===== config.mk =====
export PLATFORM = sky130hd
export DESIGN_NAME = ipc_mailbox
export DESIGN_NICKNAME = d
export VERILOG_FILES = /design/src/rtl/ipc_mailbox_pkg.sv /design/src/rtl/ipc_mbox_wordbuf.sv /design/src/rtl/ipc_mbox_ctrl.sv /design/src/rtl/ipc_mailbox.sv
export SDC_FILE = /design/constraint.sdc
export NUM_CORES = 1
export LEC_CHECK = 0
export ABC_AREA = 1
export BUFFER_PORTS_ARGS = -buffer_cell sky130_fd_sc_hd__buf_4
export CAP_MARGIN = 15
export CORE_AREA = 4 4 192 194
export CTS_BUF_LIST = sky130_fd_sc_hd__clkbuf_4
export DETAILED_ROUTE_END_ITERATION = 10
export DIE_AREA = 0 0 196 198
export GPL_TIMING_DRIVEN = 1
export HOLD_SLACK_MARGIN = 0.06
export MAX_ROUTING_LAYER = met4
export PLACE_DENSITY = 0.7
export SLEW_MARGIN = 20
export SYNTH_ARGS = -nofsm -noshare
export SYNTH_HDL_FRONTEND = slang
export SYNTH_SLANG_ARGS = --single-unit

===== constraint.sdc =====
create_clock -name clk -period 3.95 [get_ports clk]
set_clock_uncertainty 0.1 [all_clocks]
set_input_delay 0 -clock clk [delete_from_list [all_inputs] [get_ports clk]]
set_output_delay 0 -clock clk [all_outputs]
set_load 0.05 [all_outputs]

===== src/rtl/ipc_mailbox_pkg.sv =====
package ipc_mailbox_pkg;

    localparam int unsigned WORD_W = 32;
    localparam int unsigned CODE_W = 8;

    // command word field positions
    localparam int unsigned CMD_IOC_BIT = 8;
    localparam int unsigned CMD_ID_LSB  = 12;
    localparam int unsigned CMD_ID_W    = 4;

    // fixed byte offsets of the host map
    localparam int unsigned OFS_CMD  = 'h00;
    localparam int unsigned OFS_STAT = 'h04;
    localparam int unsigned OFS_SPTR = 'h08;
    localparam int unsigned OFS_DPTR = 'h0C;
    localparam int unsigned OFS_WBUF = 'h80;
    localparam int unsigned OFS_RBUF = 'h90;

    typedef enum logic [2:0] {
        RGN_CMD,
        RGN_STAT,
        RGN_SPTR,
        RGN_DPTR,
        RGN_WBUF,
        RGN_RBUF,
        RGN_NONE
    } region_e;

    typedef struct packed {
        logic              busy;
        logic              err;
        logic [CODE_W-1:0] err_code;
        logic [WORD_W-1:0] cmd;
        logic [WORD_W-1:0] sptr;
        logic [WORD_W-1:0] dptr;
        logic              doorbell;
        logic              host_irq;
    } mbox_state_t;

endpackage


===== src/rtl/ipc_mbox_wordbuf.sv =====
module ipc_mbox_wordbuf #(
    parameter int unsigned DEPTH = 4,
    parameter int unsigned W     = 32,
    localparam int unsigned IDX_W = $clog2(DEPTH)
) (
    input  logic                      clk,
    input  logic                      rst_n,
    input  logic                      wr_en,
    input  logic [IDX_W-1:0]          wr_idx,
    input  logic [W-1:0]              wr_data,
    output logic [DEPTH-1:0][W-1:0]   words
);

    logic [DEPTH-1:0][W-1:0] mem_d, mem_q;

    always_comb begin
        mem_d = mem_q;
        if (wr_en) begin
            mem_d[wr_idx] = wr_data;
        end
    end

    always_ff @(posedge clk) begin
        if (!rst_n) begin
            mem_q <= '0;
        end else begin
            mem_q <= mem_d;
        end
    end

    assign words = mem_q;

endmodule


===== src/rtl/ipc_mbox_ctrl.sv =====
module ipc_mbox_ctrl
    import ipc_mailbox_pkg::*;
(
    input  logic              clk,
    input  logic              rst_n,
    input  logic              cmd_wr,
    input  logic              sptr_wr,
    input  logic              dptr_wr,
    input  logic [WORD_W-1:0] wdata,
    input  logic [3:0]        be,
    input  logic              done,
    input  logic              done_err,
    input  logic [CODE_W-1:0] done_code,
    output mbox_state_t       st_q
);

    mbox_state_t st_d;

    always_comb begin
        st_d          = st_q;
        st_d.doorbell = 1'b0;
        st_d.host_irq = 1'b0;

        if (cmd_wr && !st_q.busy) begin
            st_d.cmd      = wdata;
            st_d.busy     = 1'b1;
            st_d.err      = 1'b0;
            st_d.err_code = '0;
            st_d.doorbell = 1'b1;
        end else if (done && st_q.busy) begin
            st_d.busy     = 1'b0;
            st_d.err      = done_err;
            st_d.err_code = done_code;
            st_d.host_irq = st_q.cmd[CMD_IOC_BIT];
        end

        for (int b = 0; b < 4; b++) begin
            if (sptr_wr && be[b]) begin
                st_d.sptr[8*b +: 8] = wdata[8*b +: 8];
            end
            if (dptr_wr && be[b]) begin
                st_d.dptr[8*b +: 8] = wdata[8*b +: 8];
            end
        end
    end

    always_ff @(posedge clk) begin
        if (!rst_n) begin
            st_q <= '0;
        end else begin
            st_q <= st_d;
        end
    end

endmodule


===== src/rtl/ipc_mailbox.sv =====
module ipc_mailbox
    import ipc_mailbox_pkg::*;
#(
    parameter int unsigned ADDR_W       = 8,
    parameter int unsigned BUF_WORDS    = 4,
    parameter logic [7:0]  INITIATOR_ID = 8'h01,
    localparam int unsigned IDX_W       = $clog2(BUF_WORDS)
) (
    input  logic              clk,
    input  logic              rst_n,
    input  logic [ADDR_W-1:0] host_addr,
    input  logic              host_we,
    input  logic [31:0]       host_wdata,
    input  logic [3:0]        host_be,
    output logic [31:0]       host_rdata,
    output logic              host_irq,
    output logic              ctl_doorbell,
    output logic [31:0]       ctl_cmd,
    output logic [31:0]       ctl_sptr,
    output logic [31:0]       ctl_dptr,
    input  logic [IDX_W-1:0]  ctl_wbuf_idx,
    output logic [31:0]       ctl_wbuf_data,
    input  logic              ctl_rbuf_we,
    input  logic [IDX_W-1:0]  ctl_rbuf_idx,
    input  logic [31:0]       ctl_rbuf_data,
    input  logic              ctl_done,
    input  logic              ctl_err,
    input  logic [7:0]        ctl_err_code
);

    localparam int unsigned BUF_BYTES = 4 * BUF_WORDS;

    mbox_state_t st_q;
    region_e     rgn;
    logic [IDX_W-1:0] host_idx;
    logic [BUF_WORDS-1:0][31:0] wbuf_words, rbuf_words;
    logic        mbox_busy;
    logic [31:0] status_word;

    // address decode: misaligned addresses map nowhere
    always_comb begin
        rgn = RGN_NONE;
        if (host_addr[1:0] == 2'b00) begin
            if (host_addr == ADDR_W'(OFS_CMD))       rgn = RGN_CMD;
            else if (host_addr == ADDR_W'(OFS_STAT)) rgn = RGN_STAT;
            else if (host_addr == ADDR_W'(OFS_SPTR)) rgn = RGN_SPTR;
            else if (host_addr == ADDR_W'(OFS_DPTR)) rgn = RGN_DPTR;
            else if (host_addr >= ADDR_W'(OFS_WBUF) &&
                     host_addr <  ADDR_W'(OFS_WBUF + BUF_BYTES)) rgn = RGN_WBUF;
            else if (host_addr >= ADDR_W'(OFS_RBUF) &&
                     host_addr <  ADDR_W'(OFS_RBUF + BUF_BYTES)) rgn = RGN_RBUF;
        end
    end

    assign host_idx = host_addr[IDX_W+1:2];

    ipc_mbox_ctrl u_ctrl (
        .clk       (clk),
        .rst_n     (rst_n),
        .cmd_wr    (host_we && rgn == RGN_CMD),
        .sptr_wr   (host_we && rgn == RGN_SPTR),
        .dptr_wr   (host_we && rgn == RGN_DPTR),
        .wdata     (host_wdata),
        .be        (host_be),
        .done      (ctl_done),
        .done_err  (ctl_err),
        .done_code (ctl_err_code),
        .st_q      (st_q)
    );

    ipc_mbox_wordbuf #(.DEPTH(BUF_WORDS), .W(32)) u_wbuf (
        .clk     (clk),
        .rst_n   (rst_n),
        .wr_en   (host_we && rgn == RGN_WBUF && host_be == 4'hF),
        .wr_idx  (host_idx),
        .wr_data (host_wdata),
        .words   (wbuf_words)
    );

    ipc_mbox_wordbuf #(.DEPTH(BUF_WORDS), .W(32)) u_rbuf (
        .clk     (clk),
        .rst_n   (rst_n),
        .wr_en   (ctl_rbuf_we && st_q.busy),
        .wr_idx  (ctl_rbuf_idx),
        .wr_data (ctl_rbuf_data),
        .words   (rbuf_words)
    );

    assign mbox_busy   = st_q.busy;
    assign status_word = {8'h00, st_q.err_code, INITIATOR_ID,
                          st_q.cmd[CMD_ID_LSB +: CMD_ID_W], 2'b00,
                          st_q.err, st_q.busy};

    always_comb begin
        unique case (rgn)
            RGN_STAT: host_rdata = status_word;
            RGN_SPTR: host_rdata = st_q.sptr;
            RGN_DPTR: host_rdata = st_q.dptr;
            RGN_WBUF: host_rdata = wbuf_words[host_idx];
            RGN_RBUF: host_rdata = rbuf_words[host_idx];
            default:  host_rdata = '0;
        endcase
    end

    assign host_irq      = st_q.host_irq;
    assign ctl_doorbell  = st_q.doorbell;
    assign ctl_cmd       = st_q.cmd;
    assign ctl_sptr      = st_q.sptr;
    assign ctl_dptr      = st_q.dptr;
    assign ctl_wbuf_data = wbuf_words[ctl_wbuf_idx];

endmodule


==> results.yml <==
status:
  status: "finished clean"
critical_path:
  required_ps: 4530
  crit_start: "host_addr[0]"
  reg2reg_depth: 8
  rr_startpoint: "u_ctrl.st_q[107]"
  setup.worst_path.end_class: "register"
  cp-start-kind: "input pin"
  worstPathMaxFanout: 28
  rrSetupSlack_ps: 650
  path_depth: 13
  regToRegEndpoint: "u_ctrl.st_q[81]"
  crit_top_cell: "dlygate4sd3_1"
  worst_path_largest_cell_delay_ps: 740
  path_cells: "dlygate4sd3_1 > buf_4 > nor2_4 > dlygate4sd3_1 > nand3_4 > nor3_1 > nand3_2 > buf_4 > nor2_2 > nand2_1 > dlygate4sd3_1 > nand2_1 > dlygate4sd3_1"
  path_class: "in -> reg"
  arrival_ps: 4400
  critical-path-top-delay-family: "buffers and inverters"
  path_buf_inv: 6
  cpMaxStageDelayCell: "dlygate4sd3_1"
yosys:
  syn_area_per_cell_um2: 6.92
  ys_seq_elements: 364
  synth-edff-count: 0
  ys_seq_area_share_pct: 42.1
  synth-async-reset-ratio_pct: 0
  syn-cell-area_um2: 17300
  ys.warnings.count: 0
  synth_cell_type_count: 33
  syn-num-nets: 2597
  synthFlopType: "dfxtp_1"
  postSynthCellCount: 2503
global_routing:
  overflow: 0
  grt_use_total_pct: 34.5
  antenna_found_initial: 3
  grt_max_degree: 164
  first_global_vias: 18100
  grt_first_pass_wirelength_um: 104000
floorplanning:
  coreArea_um2: 35200
  initial_utilization_pct: 49.2
  dieArea_um2: 38800
  fp-row-count: 69
  die_x_um: 196
  fp.dieH_um: 198
  ios: 256
min_path:
  hold_class: "in -> reg"
  holdPathStages: 4
  hp-start: "host_wdata[11]"
  hold-path-endpoint: "u_ctrl.st_q[13]"
sta:
  fin_crit_ps: 3820
  final.setup.tns_ps: 0
  finalHoldViolations: 0
  setup-violations-final: 0
  rsz0062_at_grt: "no"
  tightest_slew_ps: 1100
  slew_violations: 0
  max_slew_margin_pct: 26.3
  final.period_utilization_pct: 96.8
  max_freq_ghz: 0.261
routing:
  wl_um: 67900
  vias: 19300
  drt_iter0_drc: 2398
  drc: 0
  wire_per_inst_um: 20.1
  drt-pass1-iter-count: 7
  ant_nets: 0
  via_per_inst: 5.71
clock_network:
  cts_max_level: 3
  clk_latency_ps: 750
  cts_buffer_depth: 3
  cts_root_buffer: "clkbuf_4"
  cts_num_sinks: 364
  cts_inserted_buffers: 98
  clk_pin_slew_worst_paths_ps: 70
  cts_tree: "done"
layout:
  area_delta_synth_final_pct: 27.6
  drive_gt1_share_pct: 16.2
  layout_common_cells: "nor2_1, nand2_1, dfxtp_1"
  layout_commonest_cell: "nor2_1"
  fin_nets: 2935
place:
  dpl.hpwl_um: 41500
  gp_congestion: 1.02
  io_buffers: 255
power:
  ir_drop_v: 0.000206
  p_total_uw: 7740
  p_leak_uw: 0.00963
  cellPowerDensity_nw_per_um2: 351
run:
  maxCapViolCount: 0
==> per-layer routing <==
metal  part of all wire [%]  track usage (%)  vias to the layer above
met1                     40             45.7                     8981
met4                    5.2             16.3                        0
met3                     11             7.76                      203
li1                       -                -                     8865
met2                     43             50.1                     1210
met5                      0                -                        -
==> report_power, final <==
| group | leakage, µW | internal (µW) | switching, µW |
|---|---|---|---|
| logic | 0.00597 | 269 | 471 |
| clock network | 0.000731 | 1730 | 1600 |
| registers | 0.00293 | 3670 | 1.27 |
==> metrics by stage <==
stage	utilization, %	instances	setup WS [ps]	hold slack [ps]	area, µm²
floorplan	-	2503	2350	3.13	17300
global placement	52.8	2977	1290	115	18600
detailed placement	52.8	2977	1250	123	18600
CTS	62.6	3368	174	63.7	22000
global route	62.7	3374	31.0	77.8	22100
finish	62.7	3374	125	102	22100
==> synthesized netlist by cell type (2+ instances only) <==
cell / number / share of area [%]
a21o_1: 15 / 0.65
buf_2: 21 / 0.61
nand3_4: 2 / 0.20
a22oi_1: 73 / 3.2
nand3_1: 222 / 6.4
o22ai_1: 27 / 0.98
nor2_2: 2 / 0.072
nor3_1: 6 / 0.17
o21ai_0: 247 / 7.1
inv_2: 6 / 0.13
a21oi_1: 92 / 2.7
buf_4: 102 / 4.4
clkinv_1: 2 / 0.043
inv_1: 106 / 2.3
nor2_1: 572 / 12
buf_6: 11 / 0.72
a22o_1: 31 / 1.6
clkbuf_1: 106 / 2.3
buf_1: 30 / 0.65
o21ai_1: 2 / 0.058
nand4_1: 24 / 0.87
nor2_4: 8 / 0.52
dfxtp_1: 364 / 42
o2bb2ai_1: 5 / 0.25
nand2_1: 419 / 9.1
==> cell type report <==
type / instances / area, µm²
Fill cell: 3093 / 13100
Multi-Input combinational cell: 1755 / 8140
Sequential cell: 364 / 7290
Timing Repair Buffer: 508 / 4440
Clock buffer: 152 / 1140
Tap cell: 461 / 577
Inverter: 114 / 435
Clock inverter: 17 / 63.8
Antenna cell: 3 / 7.51
==> state kept, by name (all words and copies together) (netlist names) <==
| signal | flops |
|---|---|
| u_wbuf.words | 128 |
| u_rbuf.words | 128 |
| u_ctrl.st_q | 108 |
==> worst max path at each step <==
stage,to
2_1_floorplan,host_rdata[11]
3_3_place_gp,host_rdata[29]
3_5_place_dp,u_wbuf.words[107]
4_1_cts,host_rdata[31]
5_1_grt,u_ctrl.st_q[81]
6_report,u_ctrl.st_q[81]
==> kinds of logic after synthesis <==
kind of cell | share of synthesized area [%]
compound gates | 16.5
simple gates | 30.3
buf+inv | 11.2
flops | 42.1
==> tightest hold or removal path, cell delays in order <==
cell and delay [ps]:
dlygate4sd3_1 530, buf_4 160, o21ai_0 90, a21oi_1 110
==> what timing repair did <==
action / CTS / global route
setup buffers: 0 / 2
resized for setup: 0 / 2
hold buffers: 222 / 1
endpoints found under the setup margin: 0 / 10
hold endpoints to repair: 364 / 1
No activity file was read; power rests on OpenSTA's default activity.
